[src/rtl/ivr_pkg.sv]
package ivr_pkg;
    localparam int unsigned VEC_BYTES = 32;
    localparam int unsigned VEC_SHIFT = 5;
    localparam int unsigned CTL_W     = 12;

    // control word, bit 0 upward: enable, irq enable, overwrite, clear,
    // drain, writeback, doorbell mode, then log2 of size in words
    typedef struct packed {
        logic [4:0] size_lg;
        logic       db_on;
        logic       wb_on;
        logic       drain_on;
        logic       ovf_clr;
        logic       ovf_on;
        logic       irq_on;
        logic       ring_on;
    } ivr_ctl_t;
endpackage

[src/rtl/ivr_ctl_regs.sv]
module ivr_ctl_regs
    import ivr_pkg::*;
#(
    parameter int BASE_W = 32,
    parameter int ADDR_W = BASE_W + 8
) (
    input  logic              clk,
    input  logic              rst_n,
    input  logic              ctl_wr,
    input  logic [CTL_W-1:0]  ctl_wdata,
    input  logic              base_wr,
    input  logic [BASE_W-1:0] base_wdata,
    input  logic              wba_wr,
    input  logic [ADDR_W-1:0] wba_wdata,
    output logic              ring_on,
    output logic              irq_on,
    output logic              ovf_on,
    output logic              drain_on,
    output logic              wb_on,
    output logic              db_on,
    output logic [4:0]        size_lg,
    output logic              clr_pulse,
    output logic [BASE_W-1:0] base_q,
    output logic [ADDR_W-1:0] wba_q
);
    typedef struct packed {
        ivr_ctl_t          ctl;
        logic [BASE_W-1:0] base;
        logic [ADDR_W-1:0] wba;
    } regs_t;

    regs_t    r_d, r_q;
    ivr_ctl_t wr_view;

    always_comb begin
        wr_view = ivr_ctl_t'(ctl_wdata);
        r_d     = r_q;
        if (ctl_wr)  r_d.ctl  = wr_view;
        if (base_wr) r_d.base = base_wdata;
        if (wba_wr)  r_d.wba  = wba_wdata;
    end

    always_ff @(posedge clk) begin
        if (!rst_n) r_q <= '0;
        else        r_q <= r_d;
    end

    // clear acts only on a 0 -> 1 change of the stored clear bit
    assign clr_pulse = ctl_wr && wr_view.ovf_clr && !r_q.ctl.ovf_clr;
    assign ring_on   = r_q.ctl.ring_on;
    assign irq_on    = r_q.ctl.irq_on;
    assign ovf_on    = r_q.ctl.ovf_on;
    assign drain_on  = r_q.ctl.drain_on;
    assign wb_on     = r_q.ctl.wb_on;
    assign db_on     = r_q.ctl.db_on;
    assign size_lg   = r_q.ctl.size_lg;
    assign base_q    = r_q.base;
    assign wba_q     = r_q.wba;
endmodule

[src/rtl/ivr_ptr_unit.sv]
module ivr_ptr_unit
    import ivr_pkg::*;
#(
    parameter int PTR_W = 16
) (
    input  logic             clk,
    input  logic             rst_n,
    input  logic             ring_on,
    input  logic             ovf_on,
    input  logic             drain_on,
    input  logic             db_on,
    input  logic [4:0]       size_lg,
    input  logic             clr_pulse,
    input  logic             vec_valid,
    input  logic             wptr_wr,
    input  logic [PTR_W-1:0] wptr_wdata,
    input  logic             rptr_wr,
    input  logic [PTR_W-1:0] rptr_wdata,
    input  logic             db_wr,
    input  logic [PTR_W-1:0] db_wdata,
    output logic             vec_ready,
    output logic             accept,
    output logic [PTR_W-1:0] wptr_q_o,
    output logic [PTR_W-1:0] rptr_q_o,
    output logic             ovf_q_o,
    output logic [PTR_W-1:0] wptr_d_o,
    output logic             ovf_d_o
);
    localparam logic [5:0]       MIN_LG = 6'(VEC_SHIFT);
    localparam logic [5:0]       MAX_LG = 6'(PTR_W);
    localparam logic [PTR_W-1:0] STEP   = PTR_W'(VEC_BYTES);
    localparam logic [PTR_W-1:0] ALIGN  = ~PTR_W'(VEC_BYTES - 1);

    typedef struct packed {
        logic [PTR_W-1:0] wptr;
        logic [PTR_W-1:0] rptr;
        logic             ovf;
    } ptr_t;

    ptr_t             s_d, s_q;
    logic [5:0]       lg;
    logic [PTR_W:0]   one_sh;
    logic [PTR_W-1:0] mask, nxt;
    logic             full, rdy, acc, rload;
    logic [PTR_W-1:0] rsrc;

    always_comb begin
        lg = {1'b0, size_lg} + 6'd2;
        if (lg < MIN_LG) lg = MIN_LG;
        if (lg > MAX_LG) lg = MAX_LG;
        one_sh = (PTR_W+1)'(1) << lg;
        mask   = one_sh[PTR_W-1:0] - PTR_W'(1);

        nxt  = (s_q.wptr + STEP) & mask;
        full = (nxt == s_q.rptr);
        rdy  = ring_on && !(drain_on && full);
        acc  = vec_valid && rdy;

        s_d = s_q;
        if (clr_pulse) s_d.ovf = 1'b0;
        if (acc) begin
            s_d.wptr = nxt;
            if (full && ovf_on) s_d.ovf = 1'b1;
        end else if (wptr_wr) begin
            s_d.wptr = wptr_wdata & mask & ALIGN;
        end

        rload = db_on ? db_wr : rptr_wr;
        rsrc  = db_on ? db_wdata : rptr_wdata;
        if (rload) s_d.rptr = rsrc & mask & ALIGN;
    end

    always_ff @(posedge clk) begin
        if (!rst_n) s_q <= '0;
        else        s_q <= s_d;
    end

    assign vec_ready = rdy;
    assign accept    = acc;
    assign wptr_q_o  = s_q.wptr;
    assign rptr_q_o  = s_q.rptr;
    assign ovf_q_o   = s_q.ovf;
    assign wptr_d_o  = s_d.wptr;
    assign ovf_d_o   = s_d.ovf;
endmodule

[src/rtl/ivr_out_stage.sv]
module ivr_out_stage #(
    parameter int DATA_W = 256,
    parameter int BASE_W = 32,
    parameter int PTR_W  = 16,
    parameter int ADDR_W = BASE_W + 8
) (
    input  logic              clk,
    input  logic              rst_n,
    input  logic              accept,
    input  logic              wb_on,
    input  logic [BASE_W-1:0] base_q,
    input  logic [PTR_W-1:0]  wptr_q,
    input  logic [DATA_W-1:0] vec_data,
    input  logic [ADDR_W-1:0] wba_q,
    input  logic [31:0]       wword_d,
    output logic              mem_wr_en,
    output logic [ADDR_W-1:0] mem_wr_addr,
    output logic [DATA_W-1:0] mem_wr_data,
    output logic              wb_wr_en,
    output logic [ADDR_W-1:0] wb_wr_addr,
    output logic [31:0]       wb_wr_data
);
    typedef struct packed {
        logic              men;
        logic [ADDR_W-1:0] maddr;
        logic [DATA_W-1:0] mdata;
        logic              wen;
        logic [ADDR_W-1:0] waddr;
        logic [31:0]       wdata;
    } out_t;

    out_t o_d, o_q;

    always_comb begin
        o_d     = o_q;
        o_d.men = accept;
        o_d.wen = accept && wb_on;
        if (accept) begin
            o_d.maddr = {base_q, 8'h00} + ADDR_W'(wptr_q);
            o_d.mdata = vec_data;
        end
        if (accept && wb_on) begin
            o_d.waddr = wba_q;
            o_d.wdata = wword_d;
        end
    end

    always_ff @(posedge clk) begin
        if (!rst_n) o_q <= '0;
        else        o_q <= o_d;
    end

    assign mem_wr_en   = o_q.men;
    assign mem_wr_addr = o_q.maddr;
    assign mem_wr_data = o_q.mdata;
    assign wb_wr_en    = o_q.wen;
    assign wb_wr_addr  = o_q.waddr;
    assign wb_wr_data  = o_q.wdata;
endmodule

[src/rtl/ivring_writer.sv]
module ivring_writer
    import ivr_pkg::*;
#(
    parameter int DATA_W = 256,
    parameter int BASE_W = 32,
    parameter int PTR_W  = 16
) (
    input  logic                clk,
    input  logic                rst_n,
    input  logic                vec_valid,
    input  logic [DATA_W-1:0]   vec_data,
    output logic                vec_ready,
    input  logic                ctl_wr,
    input  logic [CTL_W-1:0]    ctl_wdata,
    input  logic                base_wr,
    input  logic [BASE_W-1:0]   base_wdata,
    input  logic                wba_wr,
    input  logic [BASE_W+7:0]   wba_wdata,
    input  logic                wptr_wr,
    input  logic [PTR_W-1:0]    wptr_wdata,
    input  logic                rptr_wr,
    input  logic [PTR_W-1:0]    rptr_wdata,
    input  logic                db_wr,
    input  logic [PTR_W-1:0]    db_wdata,
    output logic [31:0]         wptr_word,
    output logic [PTR_W-1:0]    rptr_out,
    output logic                irq,
    output logic                mem_wr_en,
    output logic [BASE_W+7:0]   mem_wr_addr,
    output logic [DATA_W-1:0]   mem_wr_data,
    output logic                wb_wr_en,
    output logic [BASE_W+7:0]   wb_wr_addr,
    output logic [31:0]         wb_wr_data
);
    localparam int ADDR_W = BASE_W + 8;
    localparam int PAD_W  = 31 - PTR_W;

    logic              ring_on, irq_on, ovf_on, drain_on, wb_on, db_on, clr_pulse;
    logic [4:0]        size_lg;
    logic [BASE_W-1:0] base_q;
    logic [ADDR_W-1:0] wba_q;
    logic              accept, ovf_q, ovf_d;
    logic [PTR_W-1:0]  wptr_q, rptr_q, wptr_d;
    logic [31:0]       wword_d;

    ivr_ctl_regs #(.BASE_W(BASE_W), .ADDR_W(ADDR_W)) u_regs (
        .clk(clk), .rst_n(rst_n),
        .ctl_wr(ctl_wr), .ctl_wdata(ctl_wdata),
        .base_wr(base_wr), .base_wdata(base_wdata),
        .wba_wr(wba_wr), .wba_wdata(wba_wdata),
        .ring_on(ring_on), .irq_on(irq_on), .ovf_on(ovf_on),
        .drain_on(drain_on), .wb_on(wb_on), .db_on(db_on),
        .size_lg(size_lg), .clr_pulse(clr_pulse),
        .base_q(base_q), .wba_q(wba_q)
    );

    ivr_ptr_unit #(.PTR_W(PTR_W)) u_ptr (
        .clk(clk), .rst_n(rst_n),
        .ring_on(ring_on), .ovf_on(ovf_on), .drain_on(drain_on),
        .db_on(db_on), .size_lg(size_lg), .clr_pulse(clr_pulse),
        .vec_valid(vec_valid),
        .wptr_wr(wptr_wr), .wptr_wdata(wptr_wdata),
        .rptr_wr(rptr_wr), .rptr_wdata(rptr_wdata),
        .db_wr(db_wr), .db_wdata(db_wdata),
        .vec_ready(vec_ready), .accept(accept),
        .wptr_q_o(wptr_q), .rptr_q_o(rptr_q), .ovf_q_o(ovf_q),
        .wptr_d_o(wptr_d), .ovf_d_o(ovf_d)
    );

    assign wword_d = {ovf_d, {PAD_W{1'b0}}, wptr_d};

    ivr_out_stage #(.DATA_W(DATA_W), .BASE_W(BASE_W), .PTR_W(PTR_W), .ADDR_W(ADDR_W)) u_out (
        .clk(clk), .rst_n(rst_n),
        .accept(accept), .wb_on(wb_on),
        .base_q(base_q), .wptr_q(wptr_q), .vec_data(vec_data),
        .wba_q(wba_q), .wword_d(wword_d),
        .mem_wr_en(mem_wr_en), .mem_wr_addr(mem_wr_addr), .mem_wr_data(mem_wr_data),
        .wb_wr_en(wb_wr_en), .wb_wr_addr(wb_wr_addr), .wb_wr_data(wb_wr_data)
    );

    assign wptr_word = {ovf_q, {PAD_W{1'b0}}, wptr_q};
    assign rptr_out  = rptr_q;
    assign irq       = ring_on && irq_on && (wptr_q != rptr_q);
endmodule

[config.mk]
export PLATFORM = sky130hd
export DESIGN_NAME = ivring_writer
export DESIGN_NICKNAME = d
export VERILOG_FILES = /design/src/rtl/ivr_pkg.sv /design/src/rtl/ivr_ctl_regs.sv /design/src/rtl/ivr_ptr_unit.sv /design/src/rtl/ivr_out_stage.sv /design/src/rtl/ivring_writer.sv
export SDC_FILE = /design/constraint.sdc
export NUM_CORES = 1
export LEC_CHECK = 0
export ABC_AREA = 1
export CORE_AREA = 4 4 320 322
export CTS_CLUSTER_SIZE = 10
export DETAILED_ROUTE_END_ITERATION = 10
export DIE_AREA = 0 0 324 326
export HOLD_SLACK_MARGIN = 0.1
export PLACE_DENSITY = 0.5
export SLEW_MARGIN = 5
export SYNTH_ARGS = -nofsm -noshare
export SYNTH_HDL_FRONTEND = slang
export SYNTH_SLANG_ARGS = --single-unit
[constraint.sdc]
create_clock -name clk -period 4.3 [get_ports clk]
set_clock_uncertainty 0.2 [all_clocks]
set_input_delay 1.29 -clock clk [delete_from_list [all_inputs] [get_ports clk]]
set_output_delay 1.29 -clock clk [all_outputs]
set_load 0.1 [all_outputs]
==> results.sh, run 1 <==
export IMPL_synth_distinct_cells=47
export IMPL_place_area_sq_um=27180
export IMPL_start_util_pct=18.49
export IMPL_drive_above_1_share_pct=12.31
export IMPL_routedWlPerCell_microns=17.91
export IMPL_crit_start="u_regs.size_lg[1]"
export IMPL_clkPwrFrac_pct=39.4
export IMPL_vias=18750
export IMPL_slowest_delay_ns=0.35
export IMPL_area_growth_pct=58.99
export IMPL_finalCriticalPeriod_ns=4.589
export IMPL_cp_top_family="simple AND/OR/NAND/NOR gates"
export IMPL_violations="setup timing"
export IMPL_crit_top_cell="nand2_2"
export IMPL_nets=3614
export IMPL_numCtsBuffers=57
export IMPL_relSlewSlack_pct=30.65
export IMPL_swShare_pct=31.40
export IMPL_clkSinkCount=467
export IMPL_synth_flop_cell="dfxtp_1"
export IMPL_chipHeight_microns=326
export IMPL_hp_start="u_regs.wba_q[12]"
export IMPL_fin_crit_sh_pct=106.7
export IMPL_core_sq_um=99570
export IMPL_synth_seq_area_share_pct=50.79
export IMPL_final_util_pct=29.40
export IMPL_crit_path_cell_trace="ha_4 > nand2_4 > nand2_2 > nand2_2 > nand2_4 > inv_4 > o21ai_4 > buf_4 > o211ai_4 > nand2_2 > xnor2_4 > buf_4 > nand3b_1 > nand3_2 > nor2_4 > nand4_2 > nand2_2 > inv_2 > buf_12"
export IMPL_yosys_warnings=0
export IMPL_final_max_slew_violation_count=0
export IMPL_vias_per_cell=4.137
export IMPL_path_max_fanout=6
export IMPL_cts_max_path_buffers=3
export IMPL_power_leakage_uw=0.01103
export IMPL_max_cap_violations=0
export IMPL_groute_usage_overall_pct=14.45
export IMPL_drt_iter0_markers=1061
export IMPL_reg2reg_slack_ns=0.56
export IMPL_crit_slowest_cell="dfxtp_4"
export IMPL_grt_start_max_net_pins=106
export IMPL_power_density_nw_per_um2=395.2
export IMPL_yosys_top_cells_area="dfxtp_1 51%, nand2_1 17%, a21oi_1 11%"
export IMPL_power_frac_comb_pct=20.7
export IMPL_clk_latency_ns=0.62
export IMPL_power_frac_seq_pct=39.9
export IMPL_critPathLaunchType="flip-flop"
export IMPL_synth_edf_count=0
export IMPL_yosys_top_cells_count="828 x nand2_1, 467 x dfxtp_1, 397 x a21oi_1"
export IMPL_peakVddDrop_mv=0.3159
export IMPL_timing_setup_tns_ns=-0.2885
export IMPL_worstPathArrival_ns=3.10
export IMPL_p_total_uw=11570
export IMPL_grt_setup_unrepaired="yes"
export IMPL_synth_top_cell_area_share_pct=50.79
export IMPL_syn_avg_cell_area_sq_um=7.532
export IMPL_overflow=0
export IMPL_fin_area_sq_um=29270
export IMPL_tightest_slew_ns=1.037
export IMPL_cts_tree="yes"
export IMPL_io_pin_count=817
export IMPL_yosysMostFrequentCell="nand2_1"
export IMPL_netlist_area_sq_um=18410
export IMPL_syn_inst=2444
export IMPL_path_clk_slew_ns=0.06
export IMPL_end_kind="output port"
export IMPL_grt_pass1_wl_mm=117.3
export IMPL_root_buffer="clkbuf_16"
export IMPL_port_buffers=766
export IMPL_crit_type="reg -> out"
export IMPL_drt_first_pass_iters=6
export IMPL_power_internal_uw=7934
export IMPL_fin_ws_ns=-0.2885
export IMPL_detail_route_antenna_nets=0
export IMPL_holdCritPathClass="reg -> reg"
export IMPL_synth_seq_cells=467
export IMPL_drc_errors=0
export IMPL_dieArea_sq_um=105600
export IMPL_die_w_microns=324
export IMPL_htree_levels=2
export IMPL_routabilityCongestion=0.8735
export IMPL_yosysTopAreaCell="dfxtp_1"
export IMPL_path_buf_inv=5
export IMPL_worst_ep_required_time_ns=2.81
export IMPL_p_sw_uw=3632
export IMPL_drt_wl_total_mm=81.18
export IMPL_grt_pass1_vias=17920
export IMPL_antenna_found_initial=3
export IMPL_fmax_ghz=0.2179
export IMPL_status="finished with violations"
export IMPL_ys_async_sr_fraction_pct=0
export IMPL_diodes=0
export IMPL_dpl_hpwl_mm=61.12
export IMPL_fp_row_count=116
export IMPL_r2r_start="u_ptr.wptr_q_o[8]"
export IMPL_setup_violations=1
export IMPL_finalHoldViolations=0
final cells by class:
cell class	instances	area, sq um
Fill cell	10810	70300
Sequential cell	467	9368
Timing Repair Buffer	856	8195
Multi-Input combinational cell	1732	8010
Clock buffer	81	1648
Tap cell	1298	1624
Inverter	91	351.6
Clock inverter	7	71.32
worst reg2reg max path, stage by stage (launching register included):
cell     delay [ns]
dfxtp_2        0.36
ha_1           0.19
inv_1          0.06
fa_1           0.42
o21ai_1        0.20
nand2_1        0.09
nand2_1        0.08
a21oi_1        0.09
o21ai_1        0.29
nand4_1        0.21
nor2_1         0.21
nand3_1        0.17
nor2_1         0.12
buf_4          0.14
nand2_1        0.07
nor3_1         0.28
nand2_1        0.13
xnor2_1        0.16
nand2_1        0.08
a21oi_1        0.12
flip-flops by register name (all words and copies together), names as in the netlist, 5 cells and up:
signal	flops
u_out.mem_wr_data	256
u_out.mem_wr_addr	40
u_out.wb_wr_addr	40
u_regs.wba_q	40
u_regs.base_q	32
u_out.wb_wr_data	17
u_ptr.wptr_q_o	16
u_ptr.rptr_q_o	11
u_regs.size_lg	5
stage by stage:
stage,hold slack [ns],worst slack [ns],std cells
final,0.2539,-0.2885,4532
after global routing,0.2711,-0.4803,4532
after CTS,0.2464,-0.3616,4527
after detailed placement,0.2482,0.09213,4426
after global placement,0.2435,0.1069,4426
after floorplan,0.2356,0.004836,2479
per-layer routing:
layer	vias to the layer above	share of wire, %	track usage (%)
met3	83	8.6	4.622
met1	8738	41	17.41
met4	4	1.7	3.382
met5	-	0.032	0
met2	590	48	24.94
li1	9333	-	-
final timing paths:
path | to | depth (start not counted)
worst max register to register | u_out.mem_wr_addr[36] | 19
worst min-delay path | u_out.wb_wr_addr[12] | 2
worst min register to register | u_out.wb_wr_addr[12] | 2
worst max-delay path | vec_ready | 19
cells in the final DEF (no fill, tap or decap), types with 3 or more instances in the layout:
cell type        netlist  layout
clkbuf_16              0      58
xnor2_1               10      10
o21ai_0              109     109
dfxtp_1              467     458
conb_1                 2      37
nand3_1               65      55
clkinv_1               4       3
clkbuf_1              73      12
ha_1                  11       9
o22ai_1                4       4
clkdlybuf4s50_1        0     609
nor2_1               169     161
a21oi_1              397     397
inv_1                 82      80
dfxtp_4                0       3
inv_2                  5       6
buf_12                 0      19
nand4_1               19      19
clkinv_2               0       5
o21ai_1                3       3
nand2_2                4      13
dfxtp_2                0       6
nand3_2                2      11
nor2_2                 7       5
nand3b_1               4       4
xor2_1                28      28
nor2_4                 1      11
nand2_1              828     813
clkbuf_8               0      11
nor3_1                11      10
nand2_4                1       7
buf_4                 55     226
power by group through the flow:
stage	registers (uW)	logic [uW]	clock network, uW
final	4620	2390	4560
after detailed placement	4710	2320	0
after floorplan	5490	706	0
after global routing	4640	2520	4880
after CTS	4620	2380	4720
after global placement	4700	2320	0
kinds of logic after synthesis:
group / after synthesis / synth area share, %
AO/OA/AOI/OAI: 527 / 14.68
flip-flops: 467 / 50.79
XOR/XNOR: 39 / 1.896
buffers and inverters: 280 / 7.694
other: 2 / 0.04080
adder cells (fa/ha/maj): 12 / 0.8564
AND/OR/NAND/NOR: 1117 / 24.05
what timing repair did:
| action | CTS | global route |
|---|---|---|
| setup buffers | 13 | 5 |
| pin swaps | 28 | 22 |
| hold buffers | 0 | 0 |
| endpoints found under the setup margin | 1 | 1 |
| resized for setup | 38 | 25 |
No activity file was read; power rests on OpenSTA's default activity.
==> run 2, diff against run 1 <==
Settings changed: GPL_TIMING_DRIVEN set to 1.
==> results of run 2 <==
Same layout as run 1: the final DEF is identical, and so are final timing and power.
==> run 3, diff against run 2 <==
Settings changed: CORE_AREA 4 4 320 322 to 4 4 313 315, DIE_AREA 0 0 324 326 to 0 0 317 319, PLACE_DENSITY 0.5 to 0.51.
==> run 3 against run 2 <==
The run still ends with setup timing left. Register-to-register slack improved by 0.02 ns. Count of clock-buffer cells in the layout is 2 higher. Clock power is 4% higher. Largest cell class unchanged.
==> results.sh, run 3 (synthesis results as in run 1) <==
export IMPL_final_util_pct=30.92
export IMPL_htree_levels=2
export IMPL_tightest_slew_ns=1.032
export IMPL_drc_errors=0
export IMPL_setup_violations=1
export IMPL_rr_worst_depth=20
export IMPL_grt_start_max_net_pins=102
export IMPL_cts_max_path_buffers=3
export IMPL_clk_latency_ns=0.63
export IMPL_power_leakage_uw=0.01107
export IMPL_fp_row_count=113
export IMPL_crit_type="reg -> out"
export IMPL_grt_pass1_vias=17540
export IMPL_cts_tree="yes"
export IMPL_fin_ws_ns=-0.2606
export IMPL_grt_pass1_wl_mm=115.0
export IMPL_layout_common_cells="812 x nand2_1, 602 x clkdlybuf4s50_1, 459 x dfxtp_1, 397 x a21oi_1, 236 x buf_4"
export IMPL_status="finished with violations"
export IMPL_r2r_start="u_ptr.wptr_q_o[6]"
export IMPL_path_clk_slew_ns=0.06
export IMPL_path_max_fanout=5
export IMPL_antenna_found_initial=9
export IMPL_finalHoldViolations=0
export IMPL_nets=3620
export IMPL_violations="setup timing"
export IMPL_vias=18700
export IMPL_relSlewSlack_pct=31.02
export IMPL_final_common_cell="nand2_1"
export IMPL_die_w_microns=317
export IMPL_holdPathStages=2
export IMPL_critPathLaunchType="flip-flop"
export IMPL_reg2reg_slack_ns=0.58
export IMPL_io_pin_count=817
export IMPL_hold_end="u_out.wb_wr_addr[4]"
export IMPL_area_growth_pct=59.34
export IMPL_final_max_slew_violation_count=0
export IMPL_groute_usage_overall_pct=14.85
export IMPL_port_buffers=766
export IMPL_routedWlPerCell_microns=17.78
export IMPL_worst_ep_required_time_ns=2.81
export IMPL_largest_reg_flops=256
export IMPL_start_util_pct=19.40
export IMPL_power_density_nw_per_um2=399.3
export IMPL_hp_start="u_regs.wba_q[4]"
export IMPL_vias_per_cell=4.144
export IMPL_core_sq_um=94870
export IMPL_drt_iter0_markers=1178
export IMPL_instances_no_fill=4512
export IMPL_end_kind="output port"
export IMPL_drt_wl_total_mm=80.21
export IMPL_drive_above_1_share_pct=12.77
export IMPL_overflow=0
export IMPL_fin_crit_sh_pct=106.1
export IMPL_whs_ns=0.2514
export IMPL_dieArea_sq_um=101100
export IMPL_worstReg2RegEnd="u_out.mem_wr_data[67]"
export IMPL_max_cap_violations=0
export IMPL_root_buffer="clkbuf_16"
export IMPL_detail_route_antenna_nets=0
export IMPL_drt_first_pass_iters=7
export IMPL_routabilityCongestion=0.8762
export IMPL_finalCriticalPeriod_ns=4.561
export IMPL_holdCritPathClass="reg -> reg"
export IMPL_place_inst=4389
export IMPL_fillers=10260
export IMPL_dpl_hpwl_mm=59.62
export IMPL_grt_setup_unrepaired="yes"
export IMPL_fmax_ghz=0.2193
export IMPL_peakVddDrop_mv=0.2736
export IMPL_numCtsBuffers=58
export IMPL_worstPathArrival_ns=3.07
export IMPL_chipHeight_microns=319
export IMPL_clkSinkCount=467
==> run 3: changes by cell type in the layout (fill, tap and decap cells not counted), moves of 2 or more <==
cell and change:
buf_4 +10, nand2_4 -4, nor2_2 +2, nand2_2 +5, nor2_4 -2, diode_2 +4, clkinv_2 -2, clkdlybuf4s50_1 -7
==> run 3: critical path, cell delays in order, from the launching register on <==
cell and delay [ns]:
dfxtp_4 0.39, ha_4 0.15, nand3_2 0.09, nor2_2 0.17, nand4_1 0.17, nor3_2 0.24
xor2_1 0.16, nand2_1 0.12, inv_2 0.07, nand2_1 0.04, nand2_1 0.08, nand4_1 0.13
nor2_4 0.18, nand4_4 0.13, nand2_4 0.10, inv_2 0.05, buf_12 0.16
==> run 3: stage by stage <==
| stage | total power (uW) | instance area (sq um) | worst slack (ns) | TNS [ns] |
|---|---|---|---|---|
| floorplan | 6196 | 18550 | 0.004836 | 0 |
| CTS | 11880 | 29150 | -0.3520 | -0.3520 |
| finish | 11710 | 29330 | -0.2606 | -0.2606 |
| global route | 12200 | 29330 | -0.4559 | -0.4559 |
| global placement | 7010 | 27100 | 0.1446 | 0 |
| detailed placement | 7015 | 27100 | 0.1235 | 0 |
==> run 3: routing by layer <==
metal	GRT usage [%]	vias to the layer above	wire [microns]
met5	0	-	43
met4	4.367	6	1874
met3	4.838	108	7159
met2	25.15	618	38530
met1	17.90	8627	32600
li1	-	9337	-
==> run 3: worst max-delay path by stage <==
| stage | start | end | slack [ns] | cells after the start |
|---|---|---|---|---|
| after global placement | u_regs.size_lg[1] | vec_ready | 0.14 | 20 |
| final | u_ptr.wptr_q_o[6] | vec_ready | -0.26 | 16 |
| after global routing | u_ptr.wptr_q_o[6] | vec_ready | -0.46 | 16 |
| after CTS | u_regs.size_lg[2] | vec_ready | -0.35 | 19 |
| after detailed placement | u_regs.size_lg[1] | vec_ready | 0.12 | 18 |
| after floorplan | u_ptr.wptr_q_o[11] | vec_ready | 0.005 | 13 |
==> run 3: repair_timing <==
item                                    4_1_cts  5_1_grt
pin swaps                                    21       23
gates resized for setup                      35       24
hold buffers                                  0        0
cloned                                        0        0
endpoints found under the setup margin        1        1
setup buffers                                17       10
==> run 3: layout make-up <==
cell class	count	area, sq um	share of cell area, %
Inverter	91	351.6	1.199
Sequential cell	467	9364	31.92
Tap cell	1265	1583	5.396
Multi-Input combinational cell	1732	7995	27.26
Clock buffer	83	1677	5.716
Timing Repair Buffer	861	8232	28.06
Antenna cell	4	10.01	0.03413
Clock inverter	9	120.1	0.4095
==> run 3: power breakdown <==
group,internal (uW),leakage [uW],switching [uW]
combinational,764,0.00639,1620
sequential,4500,0.00381,115
clock,2790,0.000880,1930
